File: src/rtl/mm_timer_pkg.sv
package mm_timer_pkg;
  localparam int unsigned CNT_W  = 16;
  localparam int unsigned BYTE_W = 8;
  localparam int unsigned ADDR_W = 3;
  localparam int unsigned PSEL_W = 3;
  localparam int unsigned PCNT_W = (1 << PSEL_W) - 1;

  localparam logic [ADDR_W-1:0] A_CNT_HI = 3'd0;
  localparam logic [ADDR_W-1:0] A_CNT_LO = 3'd1;
  localparam logic [ADDR_W-1:0] A_RLD_HI = 3'd2;
  localparam logic [ADDR_W-1:0] A_RLD_LO = 3'd3;
  localparam logic [ADDR_W-1:0] A_CTRL   = 3'd4;

  typedef enum logic [1:0] {
    MODE_PERIODIC = 2'b00,
    MODE_PIN      = 2'b01,
    MODE_CMP      = 2'b10,
    MODE_PERIOD2  = 2'b11
  } mode_e;

  typedef struct packed {
    logic              en;
    logic              pol;
    logic [PSEL_W-1:0] psel;
    logic              rsvd;
    mode_e             mode;
  } ctrl_t;
endpackage

File: src/rtl/mm_timer_presc.sv
module mm_timer_presc
  import mm_timer_pkg::*;
(
  input  logic              clk_i,
  input  logic              rst_ni,
  input  logic              en_i,
  input  logic [PSEL_W-1:0] sel_i,
  output logic              tick_o
);
  logic [PCNT_W-1:0] cnt_q;
  logic [PCNT_W-1:0] mask;

  assign mask   = ~({PCNT_W{1'b1}} << sel_i);
  assign tick_o = en_i && ((cnt_q & mask) == mask);

  always_ff @(posedge clk_i or negedge rst_ni) begin
    if (!rst_ni)   cnt_q <= '0;
    else if (!en_i) cnt_q <= '0;
    else           cnt_q <= cnt_q + 1'b1;
  end
endmodule

File: src/rtl/mm_timer_edge.sv
module mm_timer_edge #(
  parameter int unsigned STAGES = 2
) (
  input  logic clk_i,
  input  logic rst_ni,
  input  logic d_i,
  output logic rise_o,
  output logic fall_o
);
  logic [STAGES-1:0] sync_q;
  logic              prev_q;

  always_ff @(posedge clk_i or negedge rst_ni) begin
    if (!rst_ni) begin
      sync_q <= '0;
      prev_q <= 1'b0;
    end else begin
      sync_q <= {sync_q[STAGES-2:0], d_i};
      prev_q <= sync_q[STAGES-1];
    end
  end

  assign rise_o = sync_q[STAGES-1] & ~prev_q;
  assign fall_o = ~sync_q[STAGES-1] & prev_q;
endmodule

File: src/rtl/mm_timer.sv
module mm_timer
  import mm_timer_pkg::*;
#(
  parameter int unsigned SYNC_STAGES  = 2,
  parameter logic [15:0] RESET_RELOAD = 16'hFFFF
) (
  input  logic              clk_i,
  input  logic              rst_ni,
  input  logic [ADDR_W-1:0] addr_i,
  input  logic              wr_en_i,
  input  logic [BYTE_W-1:0] wdata_i,
  output logic [BYTE_W-1:0] rdata_o,
  input  logic              pin_i,
  input  logic              cmp_i,
  output logic              tmr_out_o,
  output logic              irq_o
);
  ctrl_t            ctrl_q;
  logic [CNT_W-1:0] count_q;
  logic [CNT_W-1:0] reload_q;
  logic             out_q;
  logic             irq_q;

  logic       en, pol, edge_mode, cnt_wr;
  logic       tick, step, timeout;
  logic [1:0] src, rise, fall, sel_edge;

  assign en        = ctrl_q.en;
  assign pol       = ctrl_q.pol;
  assign edge_mode = en && (ctrl_q.mode == MODE_PIN || ctrl_q.mode == MODE_CMP);
  assign cnt_wr    = wr_en_i && (addr_i == A_CNT_HI || addr_i == A_CNT_LO);

  mm_timer_presc u_presc (
    .clk_i  (clk_i),
    .rst_ni (rst_ni),
    .en_i   (en),
    .sel_i  (ctrl_q.psel),
    .tick_o (tick)
  );

  // index 0: pin, index 1: comparator
  assign src = {cmp_i, pin_i};
  for (genvar g = 0; g < 2; g++) begin : g_edge
    mm_timer_edge #(.STAGES(SYNC_STAGES)) u_edge (
      .clk_i  (clk_i),
      .rst_ni (rst_ni),
      .d_i    (src[g]),
      .rise_o (rise[g]),
      .fall_o (fall[g])
    );
  end
  assign sel_edge = pol ? fall : rise;

  always_comb begin
    unique case (ctrl_q.mode)
      MODE_PIN: step = en && sel_edge[0];
      MODE_CMP: step = en && sel_edge[1];
      default:  step = tick;
    endcase
  end
  assign timeout = step && (count_q == reload_q);

  always_ff @(posedge clk_i or negedge rst_ni) begin
    if (!rst_ni) begin
      ctrl_q   <= '0;
      count_q  <= 16'h0001;
      reload_q <= RESET_RELOAD;
    end else begin
      if (wr_en_i) begin
        unique case (addr_i)
          A_RLD_HI: reload_q[15:8] <= wdata_i;
          A_RLD_LO: reload_q[7:0]  <= wdata_i;
          A_CTRL:   ctrl_q         <= ctrl_t'(wdata_i & 8'hFB);
          default: ;
        endcase
      end
      if (!en && cnt_wr) begin
        if (addr_i == A_CNT_HI) count_q[15:8] <= wdata_i;
        else                    count_q[7:0]  <= wdata_i;
      end else if (step) begin
        count_q <= timeout ? 16'h0001 : count_q + 16'd1;
      end
    end
  end

  always_ff @(posedge clk_i or negedge rst_ni) begin
    if (!rst_ni) begin
      out_q <= 1'b0;
      irq_q <= 1'b0;
    end else begin
      irq_q <= timeout;
      if (!en)          out_q <= pol;
      else if (timeout) out_q <= ~out_q;
    end
  end

  always_comb begin
    unique case (addr_i)
      A_CNT_HI: rdata_o = count_q[15:8];
      A_CNT_LO: rdata_o = count_q[7:0];
      A_RLD_HI: rdata_o = reload_q[15:8];
      A_RLD_LO: rdata_o = reload_q[7:0];
      A_CTRL:   rdata_o = ctrl_q;
      default:  rdata_o = '0;
    endcase
  end

  assign tmr_out_o = out_q;
  assign irq_o     = irq_q;
endmodule

File: config.mk
export PLATFORM = sky130hd
export DESIGN_NAME = mm_timer
export DESIGN_NICKNAME = d
export VERILOG_FILES = /design/src/rtl/mm_timer_pkg.sv /design/src/rtl/mm_timer_presc.sv /design/src/rtl/mm_timer_edge.sv /design/src/rtl/mm_timer.sv
export SDC_FILE = /design/constraint.sdc
export NUM_CORES = 1
export LEC_CHECK = 0
export ABC_AREA = 1
export BUFFER_PORTS_ARGS = -buffer_cell sky130_fd_sc_hd__buf_2
export CORE_ASPECT_RATIO = 0.5
export CORE_UTILIZATION = 50
export CTS_BUF_LIST = sky130_fd_sc_hd__clkbuf_4 sky130_fd_sc_hd__clkbuf_8
export DETAILED_ROUTE_END_ITERATION = 6
export PLACE_DENSITY = 0.66
export SKIP_LAST_GASP = 1
export SYNTH_ARGS = -nofsm -noshare
export SYNTH_HDL_FRONTEND = slang
export SYNTH_SLANG_ARGS = --single-unit
File: constraint.sdc
create_clock -name clk_i -period 2.35 [get_ports clk_i]
set_input_delay 0 -clock clk_i [delete_from_list [all_inputs] [get_ports clk_i]]
set_output_delay 0 -clock clk_i [all_outputs]
set_load 0.02 [all_outputs]
After elaboration in Yosys (flattened, before gate mapping). Cells that the tools add are included.

Flip-flop bits (word level): 54. Input port bits: 16. Output and inout bits: 10. Logic and storage cells: 66.

Add/subtract/negate cells: 2. Eq/ne operators: 11. Shifts and indexed selects: 1. Muxes and demuxes: 11. Bitwise operators: 11. Reductions and logical operators: 15.

Operator list (count): $mux 16 (3); $pmux 8 s5 (1); $add 16x1->16 const B (1); $eq 16x16->1 (1); $mux 8 (2); $reduce_and 2->1 (5); $add 7x1->7 const B (1); $and 7x7->7 (1); $eq 7x7->1 (1); $mux 7 (1); $not 7->7 (1); $shl 7x3->7 const A (1); $eq 3x2->1 const B (2); $logic_and 1x1->1 (6); $not 1->1 (5); $and 1x1->1 (4); $ne 2x1->1 const B (2); $eq 3x1->1 const B (1); $eq 3x3->1 const B (1); $logic_not 3->1 (1); $eq 2x1->1 const B (1); $eq 2x2->1 const B (1); $mux 1 (2); $mux 2 (1); 5 further kinds (5).

Depth between registers and ports, before layout.
Depth after elaboration: 10. Mapped depth: 12. Depth with buffers taken out: 12.

Cells and area by module. From an unflattened synthesis, not the netlist that was laid out.

Cell total of the unflattened synthesis: 477. Area, all modules: 3345.7 um^2.

By module, submodules not included: mm_timer (instances 1, cells an instance 414, area an instance 2790.2 um^2, seq. area each 1047.3 um^2); mm_timer_presc (instances 1, cells an instance 49, area an instance 375.4 um^2, seq. area each 175.2 um^2); mm_timer_edge (instances 2, cells an instance 7, area an instance 90.1 um^2, seq. area each 75.1 um^2).

Worst setup path after synthesis. Ideal clock, no wire load.

Path type: reg-to-reg. From: reg count_q[0]. To: reg count_q[14]. Library setup time: 0.077 ns. Data arrival time: 1.625 ns. Required time: 2.273 ns. Path slack: 0.648 ns. Stages on the path, launching flop included: 11. Buffers on the path: 0. Clock period less this slack: 1.702 ns. Cells stage by stage: dfstp_2 > ha_1 > nand2_1 > nor2_4 > nand2_2 > inv_2 > nand3_2 > or2_0 > a21oi_1 > nand2_1 > a21oi_1.

Cells in the longest elaborated chain, start to end: 5. Elaborated cells on any way between the ends: 6. Classes of those cells: add/sub (1); eq/ne (1); mux (3); reduce/logical (1).

RTL lines: from (decl) (line mm_timer.sv:19) `logic [CNT_W-1:0] count_q;`; from (signal assigned) (line mm_timer.sv:79) `else count_q[7:0] <= wdata_i;`; from (signal assigned) (line mm_timer.sv:81) `count_q <= timeout ? 16'h0001 : count_q + 16'd1;`; parallel branches: the longest is 2 deep, another holds $add 16x1->16; $mux 16 (*) (line mm_timer.sv:81); $mux 16 (*) (line mm_timer.sv:80) `end else if (step) begin`; $mux 16 (*) (line mm_timer.sv:77) `if (!en && cnt_wr) begin`.

Mark *: on every way between the ends. The select of a mux whose other input is x is not followed. A chain may end at the register's enable or synchronous reset.

Worst setup path in the final report.
From: reg ctrl_q[4] (netlist bit). To: reg out_q, in the netlist tmr_out_o.

Cells in the longest elaborated chain, start to end: 8.

RTL lines: from (decl) (line mm_timer.sv:18) `ctrl_t ctrl_q;`; from (signal assigned) (line mm_timer.sv:73) `A_CTRL: ctrl_q <= ctrl_t'(wdata_i & 8'hFB);`; $shl 7x3->7 (*) (line mm_timer_presc.sv:13) `assign mask = ~({PCNT_W{1'b1}} << sel_i);`; $not 7->7 (*) (line mm_timer_presc.sv:13); $and 7x7->7 (line mm_timer_presc.sv:14) `assign tick_o = en_i && ((cnt_q & mask) == mask);`; $eq 7x7->1 (*) (line mm_timer_presc.sv:14); $logic_and 1x1->1 (*) (line mm_timer_presc.sv:14); $pmux 1 s2 (*) (line mm_timer.sv:55) `unique case (ctrl_q.mode)`; $logic_and 1x1->1 (*) (line mm_timer.sv:61) `assign timeout = step && (count_q == reload_q);`; net timeout (line mm_timer.sv:25) `logic tick, step, timeout;`; $ne 2x1->1 (no source line) (*); to (signal assigned) (line mm_timer.sv:92) `if (!en) out_q <= pol;`; to (signal assigned) (line mm_timer.sv:93) `else if (timeout) out_q <= ~out_q;`; to (decl) (line mm_timer.sv:21) `logic out_q;`.

The timed path passes the listed nets; every way through them passes the cells marked *.

==> reports/results.ini <==
[sta]
worst_clock_skew_ps = 8.43
fin_crit_sh = 0.836
fin_tns_setup_ps = 0
transition_at_the_pin_with_the_smallest_max_transition_slack_ps = 558
maxClockFrequency_mhz = 509
timing_max_transition_violations_final = 0
report.final.hold_viol_count = 0
timing.final.setup_violations = 0
period_needed_ps = 1970
timing.slew.headroom = 0.626
setup_repair_after_global_routing_missed_its_margin = no

[critical_path]
critPathKind = reg -> reg
crit_path_end_kind = flip-flop
timing.critical_path.cells = nor2_1 -> nand2_1 -> nand2_1 -> nand2_1 -> nor2_1 -> nand2_1 -> nand2_1 -> nand3_2 -> inv_1 -> o21ai_0 -> nand2_1
worst-endpoint-arrival_ps = 2240
critical_path.most_common_cell = sky130_fd_sc_hd__nand2_1
worst-path-max-fanout = 18
ff2ff_path_depth = 11
timing.critical_path.slowest_stage_cell = sky130_fd_sc_hd__dfrtp_1
cpPeakStageDelay_ps = 480
timing.critical_path.required_ps = 2620
startpoint_type = flip-flop

[layout]
layout_cell_share_with_drive_strength_beyond_1 = 0.178
final_net_count = 486
fillCellCount = 624
antenna_cells_inserted = 0
area_delta_synth_final_pct = 11.6
fin_cells = 555

[route]
route.vias.total = 3005
drt-pass1-iter-count = 5
post-route-drc-count = 0
detail_route.wl_per_cell_um = 15.3
totalWireLength_um = 8480
dr.first_iter.drc_count = 263
drt-vias-per-instance = 5.41
antenna_left = 0

[global_routing]
grt_antenna_before_repair = 0
grt-busiest-layer = met1
vias_in_the_first_global_route = 2675
gr-usage-met2 = 0.377
grt.total_usage = 0.268
gr-usage-met1 = 0.399
globalRouteMet3Util = 0.0777
globalRoute.totalOverflow = 0
largest_net_degree_at_the_start_of_global_routing = 22
wire_length_of_the_first_global_routing_pass_um = 13600

[worst_hold_path]
worst_hold_path_type = in -> reg
whs_path_depth = 3

[outcome]
outcome = finished clean

[synthesis]
yosys.cell_types.count = 37
register_bit_total_from_synthesis = 54
synth_async_sr_flop_share = 1.00
ys.warnings.count = 0
synth.avg_cell_area_um2 = 7.57
syn-num-nets = 451
syn_area_um2 = 3260
edff_count_synth = 0
postSynthCellCount = 431
synth_ff_type = sky130_fd_sc_hd__dfrtp_1
sequential_element_share_of_the_synthesized_area = 0.421

[clock_network]
path_clk_slew_ps = 100
ctsLongestPathBuffers = 2
h-tree-depth = 2
clk-insertion-delay-late_ps = 330
cts-root-buf = sky130_fd_sc_hd__clkbuf_8
ctsResizeCount = 0
cts.repair_timing.setup_buffer_count = 0
clkSinkCount = 54
cts-buffers-inserted = 5
hold_buffers = 6
cts_tree = done

[power]
netSwitchingFraction = 0.424
share_comb_of_total_power = 0.402
total_leakage_power_nw = 1.76
power_per_cell_area_nw_per_um2 = 971
seq_power_share = 0.436
power_frac_clock = 0.162
net-switching-power_w = 0.00150
ir_worst_vdd_mv = 0.545
power.internal_w = 0.00203

[place]
routabilityCongestion = 0.895
port_buffers = 25
dp.final_hpwl_um = 6310
placedCellCount = 541

[floorplan]
chipWidth_um = 116
placement_rows = 20
fp.dieH_um = 59.1
num_io_pins = 26
die_area_um2 = 6870
initial_utilization = 0.528
core_area_um2 = 6180

[job]
drv_cap = 0

worst paths after layout:
path / start / slack [ps] / endpoint
min: wdata_i[5] / 40 / reload_q[5]$_DFFE_PN1P_
max reg2reg: ctrl_q[4]$_DFFE_PN0P_ / 380 / tmr_out_o$_DFFE_PN0P_
max: ctrl_q[4]$_DFFE_PN0P_ / 380 / tmr_out_o$_DFFE_PN0P_
max in group asynchronous: rst_ni / 1530 / reload_q[11]$_DFFE_PN1P_
min in group asynchronous: rst_ni / 120 / g_edge[1].u_edge.sync_q[1]$_DFF_PN0_
min reg2reg: g_edge[0].u_edge.sync_q[0]$_DFF_PN0_ / 360 / g_edge[0].u_edge.sync_q[1]$_DFF_PN0_
area by class of cell:
cell class / count / area [um2] / share of cell area
clock inverters: 2 / 17.5 / 0.00481
repair buffers: 40 / 253 / 0.0694
flip-flops and latches: 54 / 1370 / 0.377
clock buffers: 6 / 82.6 / 0.0227
well taps: 88 / 110 / 0.0303
multi-input cells: 318 / 1630 / 0.447
inverters: 47 / 176 / 0.0485
routing by layer:
metal	up-vias	part of all wire
li1	1468	-
met1	1417	0.48
met2	115	0.43
met3	5	0.087
met4	0	0.0060
met5	-	0
cell usage after synthesis, types with 4 or more instances:
cell type                  count  share of area
sky130_fd_sc_hd__a21oi_1      42          0.064
sky130_fd_sc_hd__a221oi_1      5          0.013
sky130_fd_sc_hd__buf_4         5          0.012
sky130_fd_sc_hd__dfrtp_1      37           0.28
sky130_fd_sc_hd__dfstp_2      17           0.14
sky130_fd_sc_hd__ha_1          4          0.015
sky130_fd_sc_hd__inv_1        44          0.051
sky130_fd_sc_hd__nand2_1     104           0.12
sky130_fd_sc_hd__nand2_2       8          0.015
sky130_fd_sc_hd__nand3_1      24          0.037
sky130_fd_sc_hd__nand3_2       4          0.012
sky130_fd_sc_hd__nor2_1       50          0.058
sky130_fd_sc_hd__nor3_1        5         0.0077
sky130_fd_sc_hd__o21ai_0      34          0.052
sky130_fd_sc_hd__xnor2_1      13          0.035
state kept, by name, summed over array words and instances (netlist names):
register / flops
en: 1
count_q: 16
g_edge.u_edge.sync_q: 4
irq_o: 1
ctrl_q: 5
pol: 1
u_presc.cnt_q: 7
reload_q: 16
tmr_out_o: 1
g_edge.u_edge.prev_q: 2
power by group through the flow:
stage	registers, W	clock network [W]	logic, W
after global placement	0.00153	0	0.00137
final	0.00154	0.000572	0.00142
after CTS	0.00152	0.000589	0.00141
after detailed placement	0.00154	0	0.00140
after global routing	0.00157	0.000624	0.00160
after floorplan	0.00140	0	0.00114
metrics by stage:
step           hold WS (ps)  utilization  power, W  instance area (um2)  setup slack (ps)
3_5_place_dp          -47.6        0.563   0.00294                 3480               438
4_1_cts                13.8        0.589   0.00352                 3640               416
2_1_floorplan          -296            -   0.00254                 3260               648
5_1_grt                36.2        0.589   0.00380                 3640               212
3_3_place_gp          -57.4        0.563   0.00290                 3480               476
6_report               35.1        0.589   0.00353                 3640               385
worst max-delay path, delay by kind of cell (launching register included):
kind                   cells  cell delay (ps)
AO/OA/AOI/OAI              1              100
buffers and inverters      1              230
flip-flops                 1              480
AND/OR/NAND/NOR            9             1070
kinds of logic after synthesis:
family                     synth area share
and+or+nand+nor                       0.294
AOI/OAI and AO/OA                     0.147
buffers and inverters                0.0798
DFF                                   0.421
xor gates and xnor gates             0.0430
adders and majority gates            0.0153
layout by cell type, fill, tap and decap left out, types with 3 or more instances in the layout:
cell	Yosys	layout
sky130_fd_sc_hd__xor2_1	3	3
sky130_fd_sc_hd__nor3_1	5	5
sky130_fd_sc_hd__nand2_2	8	8
sky130_fd_sc_hd__o21ai_0	34	34
sky130_fd_sc_hd__dlygate4sd3_1	0	6
sky130_fd_sc_hd__buf_4	5	9
sky130_fd_sc_hd__buf_2	3	25
sky130_fd_sc_hd__a221oi_1	5	5
sky130_fd_sc_hd__xnor2_1	13	13
sky130_fd_sc_hd__clkbuf_8	0	6
sky130_fd_sc_hd__dfrtp_1	37	37
sky130_fd_sc_hd__ha_1	4	4
sky130_fd_sc_hd__nand3_2	4	4
sky130_fd_sc_hd__nand3_1	24	24
sky130_fd_sc_hd__dfstp_2	17	17
sky130_fd_sc_hd__nand3b_1	3	3
sky130_fd_sc_hd__nor3_4	3	3
sky130_fd_sc_hd__nor2_1	50	50
sky130_fd_sc_hd__inv_1	44	44
sky130_fd_sc_hd__a21oi_1	42	42
sky130_fd_sc_hd__nand2_1	104	104
sky130_fd_sc_hd__inv_2	3	3
Power figures use the tool's default switching activity.
